### src/rtl/sadiv_pkg.sv
package sadiv_pkg;

  typedef enum logic [1:0] {
    ST_IDLE = 2'd0,
    ST_ITER = 2'd1,
    ST_WRAP = 2'd2
  } sadiv_state_e;

  // Index of the highest set bit; zero when no bit is set.
  function automatic int unsigned lead_one(input logic [31:0] v);
    int unsigned pos;
    pos = 0;
    for (int b = 0; b < 32; b++) begin
      if (v[b]) pos = b;
    end
    return pos;
  endfunction

endpackage

### src/rtl/sadiv_prenorm.sv
module sadiv_prenorm #(
  parameter int DW = 8,
  parameter int GW = 4,
  parameter int PW = 3
) (
  input  logic [DW-1:0]    divisor,
  output logic [DW+GW-1:0] mant,
  output logic [PW-1:0]    lead,
  output logic             is_zero
);
  import sadiv_pkg::*;

  logic [PW-1:0] sh_up;
  logic [DW-1:0] aligned;

  always_comb begin
    lead    = PW'(lead_one(32'(divisor)));
    sh_up   = PW'(DW - 1) - lead;
    aligned = divisor << sh_up;
    mant    = {aligned, {GW{1'b0}}};
    is_zero = (divisor == '0);
  end
endmodule

### src/rtl/sadiv_step.sv
module sadiv_step #(
  parameter int XW = 12,
  parameter int YW = 12,
  parameter int SW = 4
) (
  input  logic [XW-1:0] x_in,
  input  logic [YW-1:0] y_in,
  input  logic [SW-1:0] sh,
  output logic [XW-1:0] x_out,
  output logic [YW-1:0] y_out,
  output logic          taken
);
  localparam logic [XW-1:0] ONE = {1'b1, {(XW-1){1'b0}}};

  logic [XW-1:0] trial;

  always_comb begin
    trial = x_in - (x_in >> sh);
    taken = (trial > ONE);
    x_out = taken ? trial : x_in;
    y_out = taken ? (y_in - (y_in >> sh)) : y_in;
  end
endmodule

### src/rtl/sadiv_post.sv
module sadiv_post #(
  parameter int DW = 8,
  parameter int FW = 4,
  parameter int GW = 4,
  parameter int PW = 3
) (
  input  logic [DW+GW-1:0] y_fin,
  input  logic [PW-1:0]    lead,
  input  logic             is_zero,
  output logic [DW-1:0]    q
);
  localparam int YW = DW + GW;
  localparam int EW = YW + FW;

  logic [EW-1:0] ext;
  logic [EW-1:0] scaled;
  logic          ovf;

  always_comb begin
    ext    = {{FW{1'b0}}, y_fin} << FW;
    scaled = ext >> (32'(lead) + 32'(GW));
    ovf    = |scaled[EW-1:DW];
    q      = (is_zero || ovf) ? {DW{1'b1}} : scaled[DW-1:0];
  end
endmodule

### src/rtl/shiftadd_divider.sv
module shiftadd_divider #(
  parameter int DW    = 8,
  parameter int FW    = 4,
  parameter int GW    = 4,
  parameter int ITERS = 10
) (
  input  logic          clk,
  input  logic          rst_n,
  input  logic          start,
  input  logic [DW-1:0] divisor,
  input  logic [DW-1:0] dividend,
  output logic [DW-1:0] quotient,
  output logic          done,
  output logic          div_zero
);
  import sadiv_pkg::*;

  localparam int XW = DW + GW;
  localparam int YW = DW + GW;
  localparam int PW = (DW > 1) ? $clog2(DW) : 1;
  localparam int CW = $clog2(ITERS + 2);

  sadiv_state_e  state;
  logic [CW-1:0] cnt;
  logic [XW-1:0] x_q;
  logic [YW-1:0] y_q;
  logic [PW-1:0] lead_q;
  logic          zero_q;
  logic [DW-1:0] q_q;
  logic          done_q;
  logic          dz_q;

  logic [XW-1:0] mant;
  logic [PW-1:0] lead_c;
  logic          zero_c;
  logic [XW-1:0] x_nx;
  logic [YW-1:0] y_nx;
  logic [DW-1:0] q_fin;

  // Named events for the checker
  logic iter_fire;
  logic step_taken;
  logic last_step;

  sadiv_prenorm #(.DW(DW), .GW(GW), .PW(PW)) u_prenorm (
    .divisor (divisor),
    .mant    (mant),
    .lead    (lead_c),
    .is_zero (zero_c)
  );

  sadiv_step #(.XW(XW), .YW(YW), .SW(CW)) u_step (
    .x_in  (x_q),
    .y_in  (y_q),
    .sh    (cnt),
    .x_out (x_nx),
    .y_out (y_nx),
    .taken (step_taken)
  );

  sadiv_post #(.DW(DW), .FW(FW), .GW(GW), .PW(PW)) u_post (
    .y_fin   (y_q),
    .lead    (lead_q),
    .is_zero (zero_q),
    .q       (q_fin)
  );

  assign iter_fire = (state == ST_ITER);
  assign last_step = iter_fire && (cnt == CW'(ITERS));

  always_ff @(posedge clk or negedge rst_n) begin
    if (!rst_n) begin
      state  <= ST_IDLE;
      cnt    <= '0;
      x_q    <= '0;
      y_q    <= '0;
      lead_q <= '0;
      zero_q <= 1'b0;
      q_q    <= '0;
      done_q <= 1'b0;
      dz_q   <= 1'b0;
    end else if (start) begin
      state  <= ST_ITER;
      cnt    <= CW'(1);
      x_q    <= mant;
      y_q    <= {dividend, {GW{1'b0}}};
      lead_q <= lead_c;
      zero_q <= zero_c;
      done_q <= 1'b0;
      dz_q   <= 1'b0;
    end else begin
      case (state)
        ST_ITER: begin
          x_q <= x_nx;
          y_q <= y_nx;
          if (last_step) state <= ST_WRAP;
          else           cnt   <= cnt + CW'(1);
        end
        ST_WRAP: begin
          q_q    <= q_fin;
          dz_q   <= zero_q;
          done_q <= 1'b1;
          state  <= ST_IDLE;
        end
        default: state <= ST_IDLE;
      endcase
    end
  end

  assign quotient = q_q;
  assign done     = done_q;
  assign div_zero = dz_q;
endmodule

### config.mk
export PLATFORM = sky130hd
export DESIGN_NAME = shiftadd_divider
export DESIGN_NICKNAME = d
export VERILOG_FILES = /design/src/rtl/sadiv_pkg.sv /design/src/rtl/sadiv_prenorm.sv /design/src/rtl/sadiv_step.sv /design/src/rtl/sadiv_post.sv /design/src/rtl/shiftadd_divider.sv
export SDC_FILE = /design/constraint.sdc
export NUM_CORES = 1
export LEC_CHECK = 0
export BUFFER_PORTS_ARGS = -buffer_cell sky130_fd_sc_hd__clkbuf_2
export CAP_MARGIN = 20
export CORE_MARGIN = 10
export CORE_UTILIZATION = 55
export DETAILED_ROUTE_END_ITERATION = 6
export GPL_TIMING_DRIVEN = 0
export PLACE_DENSITY_LB_ADDON = 0.2
export SETUP_SLACK_MARGIN = 0.4
export SLEW_MARGIN = 20
export SYNTH_ARGS = -nofsm -noshare
export SYNTH_HDL_FRONTEND = slang
export SYNTH_SLANG_ARGS = --single-unit
### constraint.sdc
create_clock -name clk -period 11.5 [get_ports clk]
set_input_delay 1.725 -clock clk [delete_from_list [all_inputs] [get_ports clk]]
set_output_delay 1.725 -clock clk [all_outputs]
set_load 0.005 [all_outputs]
==> results.sh <==
export IMPL_status="finished clean"
export IMPL_clock_fmax_ghz=0.196
export IMPL_ctsHoldBuffers=0
export IMPL_r2r_end="y_q[3]"
export IMPL_setup_tns_ns=0
export IMPL_netlist_instances=581
export IMPL_die_h_um=113
export IMPL_synthAdderAreaFrac_pct=7.45
export IMPL_synth_mux_area_share_pct=14.8
export IMPL_insertion_delay_ns=0.32
export IMPL_ys_seq_area_share_pct=23.2
export IMPL_worst_pin_slew_ns=0.848
export IMPL_grt_pass1_vias=4385
export IMPL_start_kind="flip-flop"
export IMPL_clockBufferDepth=2
export IMPL_cts_resized=0
export IMPL_min_path_type="flip-flop to flip-flop"
export IMPL_seqCellArea_um2=1100
export IMPL_irDropWorstVdd_mv=0.174
export IMPL_synth_cell_types=75
export IMPL_clkPwrFrac_pct=8.0
export IMPL_post_cts_buffers=0
export IMPL_wl_per_cell_um=18.9
export IMPL_synth_top_family_by_area="compound AO/OA/AOI/OAI gates"
export IMPL_critPathCapture="y_q[3]"
export IMPL_syn_area_um2=4740
export IMPL_nFillCells=756
export IMPL_final_cell_mix="nor2_1, nand2_1, a21oi_1"
export IMPL_p_per_area_nw_per_um2=314
export IMPL_drv_slew=0
export IMPL_start_util_pct=57.1
export IMPL_drv_cap=0
export IMPL_syn_area_per_cell_um2=8.15
export IMPL_io_pins=29
export IMPL_final_util_pct=61.5
export IMPL_min_period_ns=5.10
export IMPL_worst_slack_ns=6.40
export IMPL_grt_pass1_wl_mm=22.1
export IMPL_rsz0062_at_grt="no"
export IMPL_final_nets=658
export IMPL_drive_gt1_share_pct=12.1
export IMPL_synth_xor_area_share_pct=2.96
export IMPL_switchingPower_uw=850
export IMPL_async_reset_ff_share_pct=100
export IMPL_chipWidth_um=113
export IMPL_cts_root_buf="clkbuf_8"
export IMPL_area_growth_pct=7.79
export IMPL_cp_data_arrival_time_ns=5.31
export IMPL_synth_simple_area_share_pct=22.0
export IMPL_vias=4587
export IMPL_synth_top_area_cell="dfrtp_1"
export IMPL_diodes=0
export IMPL_synth_edf_count=0
export IMPL_worst_path_buf_inv=4
export IMPL_swShare_pct=53.1
export IMPL_dp_slack_ns=6.59
export IMPL_coreArea_um2=8300
export IMPL_worstPathRequired_ns=11.71
export IMPL_grt_start_max_net_pins=45
export IMPL_syn_num_nets=627
export IMPL_reg2reg_slack_ns=6.40
export IMPL_power_leakage_uw=0.00224
export IMPL_finalHoldViolCount=0
export IMPL_reg2reg_depth=16
export IMPL_place_detailed_hpwl_mm=10.3
export IMPL_die_area_um2=12700
export IMPL_cts_clk_slew_worst_paths_ns=0.10
export IMPL_ys_seq_elements=44
export IMPL_yosys_warnings=0
export IMPL_ant_nets=0
export IMPL_r2r_start="cnt[1]"
export IMPL_cts_buffers=5
export IMPL_synth_top_area_share_pct=23.2
export IMPL_p_seq_share_pct=16.1
export IMPL_firstDrtPassIters=5
export IMPL_crit_cells=16
export IMPL_port_buffers=24
export IMPL_final_common_cell="nor2_1"
export IMPL_fin_skew_ns=0.00959
export IMPL_synth_flop_cell="dfrtp_1"
export IMPL_crit_type="flip-flop to flip-flop"
export IMPL_wl_mm=13.6
export IMPL_cts_tree="yes"
export IMPL_path_max_fanout=10
export IMPL_cts_sinks=44
export IMPL_cp_end_kind="flip-flop"
export IMPL_cp_startpoint="cnt[1]"
export IMPL_crit_family="buffers and inverters"
export IMPL_min_period_over_period_pct=44.4
export IMPL_max_slew_margin_rel_pct=43.1
export IMPL_synth_area_top_cells="dfrtp_1, mux2i_1, ha_1, nor2_1, a21oi_1"
export IMPL_path_cells="buf_1 -> clkbuf_1 -> mux4_2 -> mux2i_1 -> o22ai_1 -> ha_1 -> inv_1 -> fa_1 -> a211oi_1 -> nor2_1 -> xor2_1 -> nor4_1 -> and4_4 -> buf_6 -> a21o_1 -> mux2_1"
export IMPL_viasPerCell=6.39
export IMPL_p_int_uw=752
export IMPL_grtUsageTotal_pct=20.6
export IMPL_row_count=33
export IMPL_p_comb_share_pct=75.9
export IMPL_route_detailed_drc=0
export IMPL_antenna_found_initial=0
export IMPL_synth_compound_area_share_pct=23.8
export IMPL_multi_input_area_um2=3370
export IMPL_critPathMaxStageDelay_ns=0.57
export IMPL_slowest_stage="buf_1"
export IMPL_gp_congestion=0.984
export IMPL_finalSetupViolCount=0
export IMPL_drt_iter0_markers=340
export IMPL_htreeDepth=2
export IMPL_overflow=0
power by group through the flow:
stage	Clock [µW]	Sequential, µW	Combinational (µW)
floorplan	0	233	932
global placement	0	255	1150
detailed placement	0	256	1180
CTS	129	254	1190
global route	134	262	1330
finish	129	258	1220
cells by family after synthesis:
group | Yosys count
and+or+nand+nor | 215
AOI/OAI and AO/OA | 160
muxes | 60
buffers and inverters | 59
DFF | 44
adders and majority gates | 27
xor gates and xnor gates | 16
state kept, by name, indices dropped and copies added, names as in the netlist:
name / flops
cnt: 4
div_zero: 1
done: 1
lead_q: 3
quotient: 8
state: 2
x_q: 12
y_q: 12
zero_q: 1
routing by layer:
| metal | part of all wire [%] | track usage (%) |
|---|---|---|
| met5 | 0 | 0 |
| met4 | 2.2 | 7.61 |
| met3 | 7.0 | 3.43 |
| met2 | 46 | 32.9 |
| met1 | 45 | 27.2 |
per-stage QoR:
step / area [µm²] / total power (µW) / hold WS [ns] / instances
2_1_floorplan: 4740 / 1160 / 0.486 / 581
3_3_place_gp: 4990 / 1400 / 0.499 / 710
3_5_place_dp: 4990 / 1440 / 0.508 / 710
4_1_cts: 5110 / 1570 / 0.521 / 718
5_1_grt: 5110 / 1730 / 0.554 / 718
6_report: 5110 / 1600 / 0.516 / 718
synth_stat cells, types with 5 or more instances:
| cell type | number |
|---|---|
| clkbuf_1 | 21 |
| buf_1 | 9 |
| a21o_1 | 6 |
| a22oi_1 | 7 |
| xor2_1 | 11 |
| a2111o_1 | 5 |
| nand3_1 | 23 |
| o21ai_0 | 26 |
| mux4_2 | 7 |
| dfrtp_1 | 44 |
| nor2_1 | 65 |
| nand2b_1 | 17 |
| nor2b_1 | 21 |
| nand2_1 | 49 |
| inv_1 | 19 |
| nor3_1 | 10 |
| a211o_1 | 6 |
| ha_1 | 25 |
| xnor2_1 | 5 |
| mux2_2 | 7 |
| mux2i_1 | 42 |
| buf_6 | 6 |
| a21oi_1 | 48 |
| a211oi_1 | 8 |
worst min-delay path, cell delays in order, from the launching register on:
cell and delay [ns]:
dfrtp_1 0.38, inv_1 0.05, a21oi_1 0.05
worst min-delay path by stage:
stage	to	startpoint	depth (start not counted)	slack [ns]
floorplan	div_zero	zero_q	2	0.49
global placement	div_zero	zero_q	2	0.50
global route	div_zero	div_zero	2	0.55
CTS	done	done	2	0.52
finish	done	done	2	0.52
detailed placement	done	done	2	0.51
layout make-up:
type | instances | area share (%)
Buffer | 39 | 3.82
Inverter | 20 | 1.47
Sequential cell | 44 | 21.6
Clock inverter | 3 | 0.907
Multi-Input combinational cell | 478 | 65.9
Timing Repair Buffer | 24 | 2.40
Tap cell | 105 | 2.57
Clock buffer | 5 | 1.35
No activity file was read; power rests on OpenSTA's default activity.
